<file path="src/rtl/rfg_pkg.sv">
package rfg_pkg;

  typedef enum logic [1:0] {
    FLT_GATE_MISS  = 2'd0,
    FLT_GATE_REP   = 2'd1,
    FLT_CTRL_MISS  = 2'd2,
    FLT_MULTI_MISS = 2'd3
  } fault_e;

  typedef enum logic {
    ST_IDLE = 1'b0,
    ST_RUN  = 1'b1
  } run_state_e;

endpackage

</file>
<file path="src/rtl/rfg_req_check.sv">
module rfg_req_check
  import rfg_pkg::*;
#(
  parameter int N     = 8,
  parameter int IDX_W = $clog2(N),
  parameter int CNT_W = $clog2(N + 1)
) (
  input  fault_e             fault_i,
  input  logic               single_i,
  input  logic [N-1:0]       ctrl_i,
  input  logic [IDX_W-1:0]   target_i,
  input  logic [N-1:0]       miss_i,
  output logic               bad_o,
  output logic               partial_o,
  output logic [CNT_W-1:0]   order_o,
  output logic [N-1:0]       rem_init_o
);

  logic [CNT_W-1:0] ctrl_cnt;
  logic [CNT_W-1:0] miss_cnt;
  logic [N-1:0]     miss_top;
  logic [N-1:0]     tgt_bit;
  logic             miss_empty;
  logic             miss_stray;

  // Count controls and absent controls, and find the highest absent control
  always_comb begin
    ctrl_cnt = '0;
    miss_cnt = '0;
    miss_top = '0;
    for (int i = 0; i < N; i++) begin
      if (ctrl_i[i]) ctrl_cnt = ctrl_cnt + CNT_W'(1);
      if (miss_i[i]) begin
        miss_cnt = miss_cnt + CNT_W'(1);
        miss_top = N'(1) << i;
      end
    end
  end

  always_comb begin
    tgt_bit    = N'(1) << target_i;
    partial_o  = (fault_i == FLT_CTRL_MISS);
    miss_empty = (miss_i == '0);
    miss_stray = |(miss_i & ~ctrl_i);
    bad_o      = (|(ctrl_i & tgt_bit)) | (partial_o & (miss_empty | miss_stray));
    order_o    = partial_o ? (ctrl_cnt - miss_cnt) : ctrl_cnt;
    if (!partial_o)    rem_init_o = '0;
    else if (single_i) rem_init_o = miss_top;
    else               rem_init_o = miss_i;
  end

endmodule

</file>
<file path="src/rtl/rfg_free_cnt.sv">
module rfg_free_cnt #(
  parameter int N = 8
) (
  input  logic         clk,
  input  logic         rst_n,
  input  logic         load_i,
  input  logic         step_i,
  input  logic [N-1:0] free_mask_i,
  output logic [N-1:0] cnt_o,
  output logic         wrap_o
);

  logic [N-1:0] cnt_q;
  logic [N-1:0] cnt_d;
  logic [N-1:0] bumped;
  logic         cnt_en;

  // Carry ripples through the fixed lines because they are forced to 1
  always_comb begin
    bumped = (cnt_q | ~free_mask_i) + N'(1);
    wrap_o = (cnt_q == free_mask_i);
    cnt_en = load_i | step_i;
    if (load_i || wrap_o) cnt_d = '0;
    else                  cnt_d = bumped & free_mask_i;
  end

  always_ff @(posedge clk or negedge rst_n) begin
    if (!rst_n)      cnt_q <= '0;
    else if (cnt_en) cnt_q <= cnt_d;
  end

  assign cnt_o = cnt_q;

  AST_FREE_RISES: assert property (@(posedge clk) disable iff (!rst_n)
    (step_i && !load_i && !wrap_o) |=> (cnt_q > $past(cnt_q)));

  AST_FREE_IN_MASK: assert property (@(posedge clk) disable iff (!rst_n)
    step_i |-> ((cnt_q & ~free_mask_i) == '0));

endmodule

</file>
<file path="src/rtl/rfg_miss_sel.sv">
module rfg_miss_sel #(
  parameter int N = 8
) (
  input  logic         clk,
  input  logic         rst_n,
  input  logic         load_i,
  input  logic [N-1:0] load_val_i,
  input  logic         adv_i,
  output logic [N-1:0] sel_o,
  output logic         final_o
);

  logic [N-1:0] rem_q;
  logic [N-1:0] rem_d;
  logic         rem_en;

  always_comb begin
    sel_o   = rem_q & (~rem_q + N'(1));
    final_o = ((rem_q & ~sel_o) == '0);
    rem_en  = load_i | adv_i;
    rem_d   = load_i ? load_val_i : (rem_q & ~sel_o);
  end

  always_ff @(posedge clk or negedge rst_n) begin
    if (!rst_n)      rem_q <= '0;
    else if (rem_en) rem_q <= rem_d;
  end

  AST_GROUP_UPWARD: assert property (@(posedge clk) disable iff (!rst_n)
    (adv_i && !load_i && !final_o) |=> (sel_o > $past(sel_o)));

  AST_GROUP_LEFT: assert property (@(posedge clk) disable iff (!rst_n)
    (adv_i && !load_i && !final_o) |=> (rem_q != '0));

endmodule

</file>
<file path="src/rtl/rfg_vec_gen.sv">
module rfg_vec_gen
  import rfg_pkg::*;
#(
  parameter  int N_LINES = 8,
  localparam int IDX_W   = $clog2(N_LINES),
  localparam int CNT_W   = $clog2(N_LINES + 1)
) (
  input  logic               clk,
  input  logic               rst_n,
  input  logic               start_i,
  input  logic [1:0]         fault_i,
  input  logic               enum_i,
  input  logic [N_LINES-1:0] ctrl_mask_i,
  input  logic [IDX_W-1:0]   target_idx_i,
  input  logic [N_LINES-1:0] miss_mask_i,
  output logic               vld_o,
  output logic [N_LINES-1:0] vec_o,
  output logic               last_o,
  output logic [CNT_W-1:0]   order_o,
  output logic               err_o,
  output logic               busy_o
);

  run_state_e         state_q, state_d;
  logic               single_q, partial_q, err_q;
  logic [N_LINES-1:0] ctrl_q;
  logic [CNT_W-1:0]   order_q;

  logic               req_bad, req_partial;
  logic [CNT_W-1:0]   req_order;
  logic [N_LINES-1:0] req_rem;
  logic               accept, load_ok, running;
  logic               group_end, at_last;
  logic               free_step, miss_adv;
  logic [N_LINES-1:0] free_val, sel_bit;
  logic               sel_final;

  rfg_req_check #(.N(N_LINES), .IDX_W(IDX_W), .CNT_W(CNT_W)) chk_i (
    .fault_i    (fault_e'(fault_i)),
    .single_i   (~enum_i),
    .ctrl_i     (ctrl_mask_i),
    .target_i   (target_idx_i),
    .miss_i     (miss_mask_i),
    .bad_o      (req_bad),
    .partial_o  (req_partial),
    .order_o    (req_order),
    .rem_init_o (req_rem)
  );

  rfg_free_cnt #(.N(N_LINES)) free_i (
    .clk         (clk),
    .rst_n       (rst_n),
    .load_i      (load_ok),
    .step_i      (free_step),
    .free_mask_i (~ctrl_q),
    .cnt_o       (free_val),
    .wrap_o      (group_end)
  );

  rfg_miss_sel #(.N(N_LINES)) msel_i (
    .clk        (clk),
    .rst_n      (rst_n),
    .load_i     (load_ok),
    .load_val_i (req_rem),
    .adv_i      (miss_adv),
    .sel_o      (sel_bit),
    .final_o    (sel_final)
  );

  // Sequencing
  always_comb begin
    running   = (state_q == ST_RUN);
    accept    = start_i & ~running;
    load_ok   = accept & ~req_bad;
    at_last   = running & (single_q | (group_end & (~partial_q | sel_final)));
    free_step = running & ~at_last;
    miss_adv  = free_step & partial_q & group_end;
    state_d   = state_q;
    if (load_ok)      state_d = ST_RUN;
    else if (at_last) state_d = ST_IDLE;
  end

  always_ff @(posedge clk or negedge rst_n) begin
    if (!rst_n) begin
      state_q <= ST_IDLE;
      err_q   <= 1'b0;
    end else begin
      state_q <= state_d;
      err_q   <= accept & req_bad;
    end
  end

  always_ff @(posedge clk or negedge rst_n) begin
    if (!rst_n) begin
      single_q  <= 1'b0;
      partial_q <= 1'b0;
      ctrl_q    <= '0;
      order_q   <= '0;
    end else if (load_ok) begin
      single_q  <= ~enum_i;
      partial_q <= req_partial;
      ctrl_q    <= ctrl_mask_i;
      order_q   <= req_order;
    end
  end

  always_comb begin
    vld_o   = running;
    last_o  = at_last;
    vec_o   = running ? (free_val | (ctrl_q & ~sel_bit)) : '0;
    order_o = order_q;
    err_o   = err_q;
    busy_o  = running;
  end

  AST_VLD_ERR_EXCL: assert property (@(posedge clk) disable iff (!rst_n)
    !(vld_o && err_o));

  AST_WHOLE_CTRLS: assert property (@(posedge clk) disable iff (!rst_n)
    (vld_o && !partial_q) |-> ((vec_o & ctrl_q) == ctrl_q));

  AST_PART_ONE_ZERO: assert property (@(posedge clk) disable iff (!rst_n)
    (vld_o && partial_q) |-> ($countones(ctrl_q & ~vec_o) == 1));

  AST_LAST_DROP: assert property (@(posedge clk) disable iff (!rst_n)
    (vld_o && last_o) |=> !vld_o);

  AST_RUN_HOLD: assert property (@(posedge clk) disable iff (!rst_n)
    (vld_o && !last_o) |=> vld_o);

endmodule

</file>
<file path="config.mk">
export PLATFORM = sky130hd
export DESIGN_NAME = rfg_vec_gen
export DESIGN_NICKNAME = d
export VERILOG_FILES = /design/src/rtl/rfg_pkg.sv /design/src/rtl/rfg_req_check.sv /design/src/rtl/rfg_free_cnt.sv /design/src/rtl/rfg_miss_sel.sv /design/src/rtl/rfg_vec_gen.sv
export SDC_FILE = /design/constraint.sdc
export NUM_CORES = 1
export LEC_CHECK = 0
export BUFFER_PORTS_ARGS = -buffer_cell sky130_fd_sc_hd__buf_2
export CAP_MARGIN = 5
export CORE_UTILIZATION = 30
export CTS_BUF_LIST = sky130_fd_sc_hd__clkbuf_2 sky130_fd_sc_hd__clkbuf_4 sky130_fd_sc_hd__clkbuf_8
export DETAILED_ROUTE_END_ITERATION = 8
export HOLD_SLACK_MARGIN = 0.03
export MAX_ROUTING_LAYER = met4
export SYNTH_ARGS = -nofsm -noshare
export SYNTH_HDL_FRONTEND = slang
export SYNTH_SLANG_ARGS = --single-unit
export TNS_END_PERCENT = 100
</file>
<file path="constraint.sdc">
create_clock -name clk -period 4.4 [get_ports clk]
set_input_delay 0.66 -clock clk [delete_from_list [all_inputs] [get_ports clk]]
set_output_delay 0.66 -clock clk [all_outputs]
set_load 0.05 [all_outputs]
</file>
==> results.md <==
### Synthesis
- 13.0% — XOR/XNOR Fraction of Synth Area
- 460 — net count after synthesis
- 4.85% — mux cell area share after synthesis
- 19.4% — post-synthesis share of cell area spent on and, or, nand and nor gates
- 23.9% — portion of the post-synthesis area used by sequential elements
- 404 — synthesized netlist cell count
- 8.31 sq um — average cell area after synthesis
- 23.9% — post-synth top area share
- 0 — number of enable-type register cells in the synthesized netlist
- 18.9% — area fraction in compound gates after synthesis
- 0 — Yosys warning count
- dfrtp_1 — most used flip-flop cell after synthesis
- simple AND/OR/NAND/NOR gates — combinational family with the most area after synthesis
- 0.00336 sq mm — mapped cell area
- dfrtp_1, ha_1, xnor2_1 — synth top area cells
- 62 — number of distinct standard cells referenced by the synthesized netlist
- dfrtp_1 — most area-hungry cell type in the Yosys netlist
- 100% — Synth async-reset ratio
- 11.8% — post-synthesis share of cell area spent on full adders, half adders and majority gates
- 32 — flip-flop and latch count after synthesis

### Detailed routing
- 0 — number of remaining DRC errors
- 3093 — total vias in the final route
- 0 — residual antenna-violating net count after detailed routing
- 5.05 — mean number of vias per cell
- 5 — count of TritonRoute iterations in the first routing pass
- 136 — DRC violation total after the first TritonRoute iteration
- 8720 um — routed wire length
- 14.2 um — detail-routed net length per standard cell

### Power and ir drop
- 283 mW/mm^2 — PwrDens
- 1.19 mW — Total Power Consumption
- 108 uV — peak ir drop on the vdd network
- 1.91 nW — static leakage

### Critical path
- 0.32 ns — highest cell delay on the worst timing path
- ctrl_mask_i[1] — Worst Setup SP
- compound AO/OA/AOI/OAI gates — Top delay family on crit path
- 4.59 ns — arrival time reported for the critical path endpoint
- primary input to flop — worst setup path category
- 4.60 ns — data required time at the worst endpoint
- 1.79 ns — worst-case register-to-register setup slack
- msel_i.rem_q[0] — startpoint of the worst-slack reg-to-reg timing path
- flop — category of the worst setup path capture point
- buf_2, inv_2, ha_4, xnor2_2, or3_1, a31oi_2, ha_1, xnor2_1, nor3_1, a221oi_2, inv_1, ha_4, xor2_1, a31oi_1, o21ai_1, ha_1, a21o_1, a21o_1, xor2_1, xnor3_1, a211o_1, o211ai_2 — Cell Chain, Critical Path
- 3 — number of buffer and inverter stages on the critical path
- or3_1 — cell type of the slowest stage on the worst timing path
- primary input — critical path launch point type
- 4 — largest fanout on the critical path

### Floorplanning
- 41 — I/O pin count
- 108 um — Die W
- 0.0116 sq mm — die area
- 0.0109 sq mm — area of the placeable core
- 30.8% — Initial Util
- 38 — num rows
- 108 um — die extent in y

### Timing
- 0 — number of pins with negative max-slew slack in the final report
- yes — setup repair after global routing missed its margin
- 0.0106 ns — Post-Route Skew
- 0 — Final setup violation count
- 4.39 ns — time the worst path needs with I/O delays and setup
- 0 — number of hold-slack violations in the final timing report
- 37.4% — max-slew headroom at the worst pin
- 228 MHz — achievable frequency
- 0.932 ns — worst-margin pin slew
- 0.0148 ns — Worst Setup Slack, final
- 99.7% — fin crit share

### Clock tree
- 32 — sinks on the clock net
- 2 — H-tree depth
- 5 — number of buffers added by the clock tree synthesis step
- 0.28 ns — insertion delay of the later-clocked pin in the worst-skew pair
- 0 — Hold-fix buffers, CTS
- clkbuf_8 — clock root buffer
- done — CTS tree
- 0.07 ns — clock-pin slew of the registers on the worst-case setup and hold paths
- 2 — Max Buffers Root-to-Sink

### Global routing
- 0 — grt ovf
- 42 — pin count of the biggest net entering global routing
- 15.8% — total global routing track utilization
- 14200 um — global-route wire length before repair
- 2929 — vias in the first global route
- 0 — number of antenna violations at the first check in global routing

### Placement
- -0.313 ns — setup slack after placement
- 7040 um — Post-DP HPWL
- 603 — number of placed instances, taps included
- 0.00404 sq mm — Area after DPL
- 40 — port bufs
- 0.844 — routability-driven placement congestion ratio

### Cells and area
- 529 — number of nets at the end of the flow
- 0.00420 sq mm — final design area excluding fillers
- 38.6% — final core utilization
- 0 — Antenna Cells
- 25.2% — P&R area growth vs syn
- 28.1% — share of post-route cells with drive strength above 1
- buf_4 — most common cell after layout, fill and taps aside
- 613 — final instance count without filler cells
- buf_4, inv_1, buf_2, nand2_1, dfrtp_1 — commonest non-fill, non-tap cells in the layout

### Run
- 0 — number of violations of the max-capacitance limit

### Status
- finished clean — run status

### Hold path
- primary input to asynchronous set/reset pin — Tightest Hold Check Type

layout make-up:
type | count | area (sq um)
flip-flops and latches | 32 | 801
repair buffers | 86 | 548
well taps | 140 | 175
fillers | 1130 | 6690
inverters | 43 | 171
clock buffers | 7 | 96.3
multi-input cells | 305 | 2410
cells in the mapped netlist, drive strengths merged, types with 4 or more instances:
master and instances:
a32o 6, nand2 34, mux2i 5, nand3 13
xnor2 26, mux2 6, nor2b 4, inv 43
and2 5, clkbuf 15, a31oi 5, a21oi 19
o22ai 5, ha 30, o21ai 25, nor2 25
o211ai 9, dfrtp 32, o31ai 6, xor2 13
nor3 13, nand2b 8, buf 9
worst reg2reg max path, stage by stage, from the launching register on:
cell,delay (ns)
dfrtp_1,0.47
or4_1,0.22
o21ai_0,0.10
a21oi_1,0.16
a2bb2oi_1,0.17
o21ai_0,0.11
or4b_2,0.76
o311ai_0,0.34
o21ai_0,0.15
per-stage QoR:
step                TNS (ns)  hold WS, ns
floorplan            -0.0843        0.364
global placement      -0.153        0.461
detailed placement    -0.324        0.467
CTS                        0        0.470
global route          -0.247        0.501
finish                     0        0.429
layer usage:
layer | GRT usage (%) | wire length, um
met3 | 2.00 | 373
met1 | 21.3 | 4110
met5 | - | 0
met2 | 25.6 | 4190
met4 | 2.64 | 46
timing repair:
item,4_1_cts,5_1_grt
pin swaps,0,3
endpoints found under the setup margin,1,2
gates resized for setup,3,6
gates cloned,0,0
buffers inserted,1,2
registers in the layout (all words and copies together) (netlist names):
| register | cells |
|---|---|
| partial_q | 1 |
| err_o | 1 |
| msel_i.rem_q | 8 |
| busy_o | 1 |
| order_o | 4 |
| single_q | 1 |
| ctrl_q | 8 |
| free_i.cnt_o | 8 |
final timing paths:
check                           cells after the start               to
worst max-delay path                               22       order_o[3]
worst min-delay path                                1  free_i.cnt_o[5]
worst max register to register                      8  msel_i.rem_q[3]
worst min register to register                      2       order_o[1]
max in group asynchronous                           1            err_o
min in group clk                                    2       order_o[1]
cell families after synthesis:
group / count (synthesis)
simple gates: 124
buf+inv: 67
fa+ha+maj: 31
flops: 32
mux: 13
xor+xnor: 42
compound gates: 95
power breakdown:
group          switching (mW)  internal, mW  leakage (nW)
logic                   0.312         0.336          1.43
registers                   0         0.294         0.423
clock network           0.108         0.139        0.0503
total                   0.420         0.770          1.91
No activity file was read; power rests on OpenSTA's default activity.
